==> src/rtl/busclk_pkg.sv <==
package busclk_pkg;

  localparam int CODE_W = 3;
  localparam int LAT_W  = 3;

  typedef logic [CODE_W-1:0] code_t;

  function automatic logic code_legal(code_t c);
    return (c <= code_t'(3'd4));
  endfunction

  // high-speed bus divisor in core cycles
  function automatic logic [2:0] hdiv_of(code_t c);
    logic [2:0] d;
    case (c)
      3'd2, 3'd3: d = 3'd2;
      3'd4:       d = 3'd4;
      default:    d = 3'd1;
    endcase
    return d;
  endfunction

  // peripheral bus divisor in core cycles
  function automatic logic [2:0] pdiv_of(code_t c);
    logic [2:0] d;
    case (c)
      3'd1, 3'd2: d = 3'd2;
      3'd3, 3'd4: d = 3'd4;
      default:    d = 3'd1;
    endcase
    return d;
  endfunction

  // core cycles to wait before a change may commit, from the active code
  function automatic logic [LAT_W-1:0] switch_latency(code_t active);
    int h;
    h = int'(hdiv_of(active));
    if (active == code_t'(3'd0)) return LAT_W'(h);
    return LAT_W'((3 * h + 1) / 2);
  endfunction

endpackage

==> src/rtl/busclk_cfg_reg.sv <==
module busclk_cfg_reg
  import busclk_pkg::*;
(
  input  logic  clk,
  input  logic  rst_n,
  input  logic  wr_en,
  input  code_t wr_data,
  output code_t cfg_q,
  output logic  accept,
  output logic  wr_err
);

  code_t cfg_d;
  logic  err_d;
  logic  legal;

  always_comb begin
    legal  = code_legal(wr_data);
    accept = wr_en & legal;
    err_d  = wr_en & ~legal;
    cfg_d  = cfg_q;
    if (accept) cfg_d = wr_data;
  end

  always_ff @(posedge clk or negedge rst_n) begin
    if (!rst_n) begin
      cfg_q  <= '0;
      wr_err <= 1'b0;
    end else begin
      cfg_q  <= cfg_d;
      wr_err <= err_d;
    end
  end

  assert_illegal_ignored_R4: assert property (@(posedge clk) disable iff (!rst_n)
    (wr_en && !code_legal(wr_data)) |=> $stable(cfg_q));

  assert_err_has_cause_R4: assert property (@(posedge clk) disable iff (!rst_n)
    wr_err |-> $past(wr_en && !code_legal(wr_data)));

  assert_cfg_always_legal_R5: assert property (@(posedge clk) disable iff (!rst_n)
    code_legal(cfg_q));

endmodule

==> src/rtl/busclk_commit_ctl.sv <==
module busclk_commit_ctl
  import busclk_pkg::*;
(
  input  logic  clk,
  input  logic  rst_n,
  input  logic  accept,
  input  code_t cfg_q,
  input  logic  lock_pending,
  input  logic  at_wrap,
  output code_t active_q,
  output logic  commit
);

  logic             pend_q, pend_d;
  logic [LAT_W-1:0] cd_q, cd_d;
  logic [LAT_W-1:0] lat;
  code_t            active_d;

  always_comb begin
    lat      = switch_latency(active_q);
    pend_d   = pend_q;
    cd_d     = cd_q;
    active_d = active_q;
    commit   = 1'b0;
    if (accept) begin
      pend_d = 1'b1;
      cd_d   = lat - LAT_W'(1);
    end else if (pend_q && !lock_pending) begin
      if (cd_q != '0) begin
        cd_d = cd_q - LAT_W'(1);
      end else if (at_wrap) begin
        commit   = 1'b1;
        pend_d   = 1'b0;
        active_d = cfg_q;
      end
    end
  end

  always_ff @(posedge clk or negedge rst_n) begin
    if (!rst_n) begin
      pend_q   <= 1'b0;
      cd_q     <= '0;
      active_q <= '0;
    end else begin
      pend_q   <= pend_d;
      cd_q     <= cd_d;
      active_q <= active_d;
    end
  end

  assert_commit_on_wrap_R7: assert property (@(posedge clk) disable iff (!rst_n)
    commit |-> at_wrap);

  assert_no_switch_locked_R8: assert property (@(posedge clk) disable iff (!rst_n)
    !$stable(active_q) |-> !$past(lock_pending));

  assert_count_frozen_R8: assert property (@(posedge clk) disable iff (!rst_n)
    (pend_q && lock_pending && !accept) |=> $stable(cd_q));

endmodule

==> src/rtl/busclk_ratio_cnt.sv <==
module busclk_ratio_cnt
  import busclk_pkg::*;
#(
  parameter int CNT_W = 2
) (
  input  logic  clk,
  input  logic  rst_n,
  input  code_t active_q,
  output logic  at_wrap,
  output logic  hclk_en,
  output logic  pclk_en
);

  localparam int NUM_EN = 2;

  logic [CNT_W-1:0] cnt_q, cnt_d;
  logic [2:0]       div_sel [NUM_EN];
  logic [NUM_EN-1:0] en;

  always_comb begin
    div_sel[0] = hdiv_of(active_q);
    div_sel[1] = pdiv_of(active_q);
    at_wrap    = (cnt_q == CNT_W'(div_sel[1] - 3'd1));
    cnt_d      = at_wrap ? '0 : cnt_q + CNT_W'(1);
  end

  // divisors are powers of two: an enable fires when the low bits are zero
  for (genvar g = 0; g < NUM_EN; g++) begin : g_en
    assign en[g] = ((cnt_q & CNT_W'(div_sel[g] - 3'd1)) == '0);
  end

  assign hclk_en = en[0];
  assign pclk_en = en[1];

  always_ff @(posedge clk or negedge rst_n) begin
    if (!rst_n) cnt_q <= '0;
    else        cnt_q <= cnt_d;
  end

  assert_pclk_on_hclk_R3: assert property (@(posedge clk) disable iff (!rst_n)
    pclk_en |-> hclk_en);

  assert_cnt_in_range_R7: assert property (@(posedge clk) disable iff (!rst_n)
    int'(cnt_q) < int'(pdiv_of(active_q)));

endmodule

==> src/rtl/busclk_ratio_div.sv <==
module busclk_ratio_div
  import busclk_pkg::*;
#(
  parameter int MAX_DIV = 4
) (
  input  logic       clk,
  input  logic       rst_n,
  input  logic       wr_en,
  input  logic [2:0] wr_data,
  input  logic       lock_pending,
  output logic [2:0] cfg_rd,
  output logic [2:0] ratio_code,
  output logic       hclk_en,
  output logic       pclk_en,
  output logic       wr_err
);

  localparam int CNT_W = (MAX_DIV > 1) ? $clog2(MAX_DIV) : 1;

  code_t cfg_q;
  code_t active_q;
  logic  accept;
  logic  at_wrap;
  logic  commit;

  busclk_cfg_reg u_cfg (
    .clk     (clk),
    .rst_n   (rst_n),
    .wr_en   (wr_en),
    .wr_data (wr_data),
    .cfg_q   (cfg_q),
    .accept  (accept),
    .wr_err  (wr_err)
  );

  busclk_commit_ctl u_ctl (
    .clk          (clk),
    .rst_n        (rst_n),
    .accept       (accept),
    .cfg_q        (cfg_q),
    .lock_pending (lock_pending),
    .at_wrap      (at_wrap),
    .active_q     (active_q),
    .commit       (commit)
  );

  busclk_ratio_cnt #(.CNT_W(CNT_W)) u_cnt (
    .clk      (clk),
    .rst_n    (rst_n),
    .active_q (active_q),
    .at_wrap  (at_wrap),
    .hclk_en  (hclk_en),
    .pclk_en  (pclk_en)
  );

  assign cfg_rd     = cfg_q;
  assign ratio_code = active_q;

  assert_switch_on_pclk_R6: assert property (@(posedge clk) disable iff (!rst_n)
    commit |=> (pclk_en && hclk_en));

endmodule

==> config.mk <==
export PLATFORM = sky130hd
export DESIGN_NAME = busclk_ratio_div
export DESIGN_NICKNAME = d
export VERILOG_FILES = /design/src/rtl/busclk_pkg.sv /design/src/rtl/busclk_cfg_reg.sv /design/src/rtl/busclk_commit_ctl.sv /design/src/rtl/busclk_ratio_cnt.sv /design/src/rtl/busclk_ratio_div.sv
export SDC_FILE = /design/constraint.sdc
export NUM_CORES = 1
export LEC_CHECK = 0
export BUFFER_PORTS_ARGS = -buffer_cell sky130_fd_sc_hd__buf_2
export CORE_MARGIN = 4
export CORE_UTILIZATION = 45
export DETAILED_ROUTE_END_ITERATION = 16
export GPL_TIMING_DRIVEN = 1
export PLACE_DENSITY = 0.7
export SYNTH_ARGS = -nofsm -noshare
export SYNTH_HDL_FRONTEND = slang
export SYNTH_SLANG_ARGS = --single-unit
==> constraint.sdc <==
create_clock -name clk -period 6.95 [get_ports clk]
set_input_delay 0.695 -clock clk [delete_from_list [all_inputs] [get_ports clk]]
set_output_delay 0.695 -clock clk [all_outputs]
set_load 0.02 [all_outputs]
* Yosys cells after proc, flatten, opt, wreduce, memory -nomap -nowiden *
Cells that the tools add are included.

storage, ports and cells
  register bits = 13
  bits of input ports = 7
  output and inout port bits = 9

cells by class
  $add $sub $neg = 7
  $mul = 1
  magnitude comparators = 1
  eq/ne operators = 6
  muxes and demuxes = 13
  bitwise logic cells = 8
  reductions and logical operators = 15

operator list
  kind                 count
  $mux 3               5
  $eq 3x2->1 const B   2
  $pmux 3 s2           1
  $reduce_bool 2->1    3
  $reduce_or 2->1      3
  $sub 3x1->3 const B  2
  $mux 1               5
  $add 4x1->4 const B  1
  $and 2x2->2          2
  $logic_not 2->1      2
  $mul 2x3->4 const A  1
  $pmux 2 s2           1
  $reduce_and 4->1     1
  $sub 2x1->2 const B  2
  $add 3x1->3          1
  $eq 3x1->1 const B   1
  $eq 3x3->1 const B   1
  $le 3x3->1 const B   1
  $logic_not 3->1      1
  $not 1->1            3
  $reduce_and 3->1     1
  $reduce_bool 3->1    1
  $add 2x1->2 const B  1
  $and 1x1->1          2
  7 further kinds      7

* Longest topological paths before layout *
  depth after elaboration = 10
  depth in mapped cells = 7
  gate-level depth less buffers = 7

* Hierarchy *
A second synthesis with hierarchy kept.

unflattened totals
  cell total of the unflattened synthesis = 71
  area, all modules = 768.2 um^2

by module, submodules not included
  module             times used  cells each  area each (um^2)  sequential area each (um^2)
  busclk_commit_ctl  1           38          394.1             175.2
  busclk_cfg_reg     1           17          209.0             100.1
  busclk_ratio_cnt   1           16          165.2             50.0

* Least setup slack after synthesis *
OpenSTA, ideal clock, no wires.

  path type = reg-to-reg
  start = register u_ctl.active_q[2]
  end = register u_ctl.active_q[0]
  setup time = 0.128 ns
  data arrival time = 2.361 ns
  required time = 6.822 ns
  path slack = 4.461 ns
  cell stages (with the launch flop) = 8
  path buffers = 1
  clock period less this slack = 2.489 ns
  path through = dfrtp_1 -> clkbuf_1 -> nor3b_1 -> o21bai_1 -> ha_1 -> or2_0 -> a2111oi_4 -> mux2_1

between the ends
  longest elaborated chain between the ends = 6

ends and longest elaborated chain
  element                                   RTL line                 text
  start: declaration                        busclk_commit_ctl.sv:10  output code_t active_q,
  start signal: assignment                  busclk_commit_ctl.sv:47  active_q <= active_d;
  $eq 3x2->1, or another cell as far along  busclk_pkg.sv:26         case (c)
  $reduce_or 2->1                           busclk_pkg.sv:26
  $pmux 2 s2 (*)                            busclk_pkg.sv:26
  $sub 2x1->2 (*)                           busclk_ratio_cnt.sv:23   at_wrap = (cnt_q == CNT_W'(div_sel[1] - 3'd1));
  $eq 2x2->1 (*)                            busclk_ratio_cnt.sv:23
  $reduce_and 4->1 (no line) (*)            -

Mark *: on every way between the ends. The rest lies on a longest branch, timed or not.
A chain may end at the register's enable or synchronous reset.

* Worst setup path after layout *
  start = register u_ctl.active_q[2]
  end = register u_ctl.active_q[2]

The elaborated chain is that of the path after synthesis.

==> metrics.txt <==
# resized after CTS 0; remaining global-route overflow 0; Die Ht between 40 and 50 um; Final period util a little over a third; top-area cell type share of the netlist area ~45%; row cnt 14; Yosys warnings 0; EDFF count, synth 0; cts bufs inserted 3; peak supply drop 0.000180 V; Worst Path Class, Setup reg2reg; Pwr Density 445 mW/mm2; WP data arrival between 2 and 3 ns; FFs w/ async S/R, synth 100%; IO Port Bufs 15; I/O Pins 16; Die ar. 0.00230 mm2; fmax 406 MHz; leakage power roughly 0.00038 uW; H-tree depth 1; CTS tree built; status finished clean; RSZ-0062 raised after global routing no; Clock transition at path regs ~0.070 ns; critical path peak fanout 9; cell count after synthesis 64; Fin. Hold Viols 0; vias in the first global route between 500 and 600; postcts setup bufs 0; Clock Latency Late Sink roughly 0.28 ns; GRT Util Overall between 10% and 20%; fill count 138; Pre-Repair DR Iteration Count 4; Post-route DRC 0; path type of the worst min-delay path in2async; nets 93; TNS Setup 0 ns; top cell type by total area after synthesis dfrtp_1; Post-Syn Nets 74; top post-synthesis cells by area dfrtp_1, ha_1, mux2_1; critical path launch point type flip-flop; layout cells sized above 1 between 30% and 40%; 1st-iter DRT viols 8; first-pass GRT wire length 2200 um; Post-Synth Simple-Gate Area between 10% and 20%; core area approximately 0.0015 mm2; cell area after layout around 830 um2; antenna cells 0; synthesized-area fraction occupied by adder cells 5.24%; CTS Hold Bufs 0; Slew Limit Fails 0; Worst-Margin Slew approximately 0.54 ns; detailed placement HPWL between 1000 and 1500 um; clk sinks 13; Placer Congestion ~0.73; Synth Area in Compound Gates between 10% and 20%; DR WL/cell approximately 14 um; Detail Route Antenna Nets 0; Area growth syn-to-layout 16.4%; initial antenna violation count 0; Worst Setup End Kind flip-flop; final clock skew between 0.0003 and 0.0004 ns; CTS root buf clkbuf_4; dpl cell area approximately 800 um2; flop and latch count out of synthesis 13; top_reg_cell synth dfrtp_1; Slew headroom 63.3%; Tmin final 2.46 ns; final setup fails 0; synth cell count leaders dfrtp_1, nor2_1, nand2_1; routed via count around 550; Max Cap Violations 0; Avg Inst Size Synth 11.2 um2; main combinational cell family by area after synthesis compound AO/OA/AOI/OAI gates; mux share of post-synthesis cell area between 10% and 20%; Initial Utilization 47.6%; XOR/XNOR Fraction of Synth Area 3.66%; die span in x 47.9 um; Worst Path Required around 7 ns; most frequent cell after synthesis dfrtp_1; Netlist cell types 30; Total Routed Length 1330 um; synthesized cell area 717 um2; Vias/cell about 5.7; clock buffer depth 2; largest net degree at the start of global routing 14; post-synthesis sequential area ratio a little under half
[layout by cell type (no fill, tap or decap)]
master	count
dfrtp_1	13
a2111oi_0	1
or3_4	1
mux2i_1	3
nor3b_1	1
or2_0	1
nand2b_1	1
o41ai_1	1
mux2_1	3
o22ai_1	1
o21ai_0	1
a31oi_1	1
ha_1	3
o31ai_1	1
nor3_1	1
o21bai_1	1
o21ba_2	1
inv_1	3
o21a_1	2
a21oi_1	1
nor2_1	6
nand2_1	5
o211ai_1	1
nand3b_1	1
xnor2_1	3
clkbuf_1	1
buf_2	15
clkbuf_4	3
or3_1	1
mux2_2	3
a2111oi_4	1
o21ai_2	1
[final cells by class]
class                      count  area (um2)  area share [%]
sequential                    13         325            39.0
timing repair buffer          15        75.1            9.00
tap                           16        20.0            2.40
clock buffer                   4        26.3            3.15
multi-input combinational     47         377            45.1
inverter                       3        11.3            1.35
[path summary, 6_finish.rpt]
kind	start	endpoint	slack (ns)	cells after the start
max	u_ctl.active_q[2]$_DFFE_PN0P_	u_ctl.active_q[2]$_DFFE_PN0P_	4.49	6
min reg2reg	u_cfg.cfg_q[1]$_DFFE_PN0P_	u_ctl.active_q[1]$_DFFE_PN0P_	0.53	1
max in group asynchronous	rst_n	u_ctl.cd_q[0]$_DFFE_PN0P_	6.44	1
min in group clk	u_cfg.cfg_q[1]$_DFFE_PN0P_	u_ctl.active_q[1]$_DFFE_PN0P_	0.53	1
min	rst_n	u_ctl.pend_q$_DFFE_PN0P_	0.29	1
max reg2reg	u_ctl.active_q[2]$_DFFE_PN0P_	u_ctl.active_q[2]$_DFFE_PN0P_	4.49	6
[report_power, final]
part | switching (uW) | leakage, uW | internal (uW)
Clock | 24.2 | 0.0000150 | 22.3
Sequential | 37.1 | 0.000156 | 104
Combinational | 98.7 | 0.000209 | 84.6
Total | 160 | 0.000379 | 211
[per-layer routing]
metal | wire length [um] | global-route usage [%]
met1 | 568 | 15.1
met2 | 652 | 25.3
met3 | 63 | 4.51
met4 | 43 | 9.68
met5 | 0 | 0
[cell families after synthesis]
family          count (synthesis)
flops                          13
buf+inv                         4
fa+ha+maj                       3
compound gates                 14
mux                             9
xor+xnor                        3
simple gates                   18
[critical path: stages, from the launching register on]
cell and delay [ns]:
dfrtp_1 0.50, nor3b_1 0.35, o21bai_1 0.16, ha_1 0.25, or2_0 0.30, a2111oi_4 0.42, mux2_1 0.36
[sequential cells by signal (all words and copies together) (netlist names)]
signal and cells:
u_cfg.wr_err 1, u_cnt.cnt_q 2, u_ctl.pend_q 1, u_ctl.cd_q 3, u_cfg.cfg_q 3, u_ctl.active_q 3
[stage by stage]
step	power (uW)	utilization, %	setup WS [ns]	std cells	hold WS, ns
floorplan	281	-	4.46	64	0.399
global placement	323	53.7	4.48	94	0.496
detailed placement	329	53.7	4.48	94	0.510
CTS	377	55.4	4.45	98	0.296
global route	407	55.4	4.31	98	0.298
finish	371	55.4	4.49	98	0.285
Note: power is estimated with default switching activity, not from simulation.
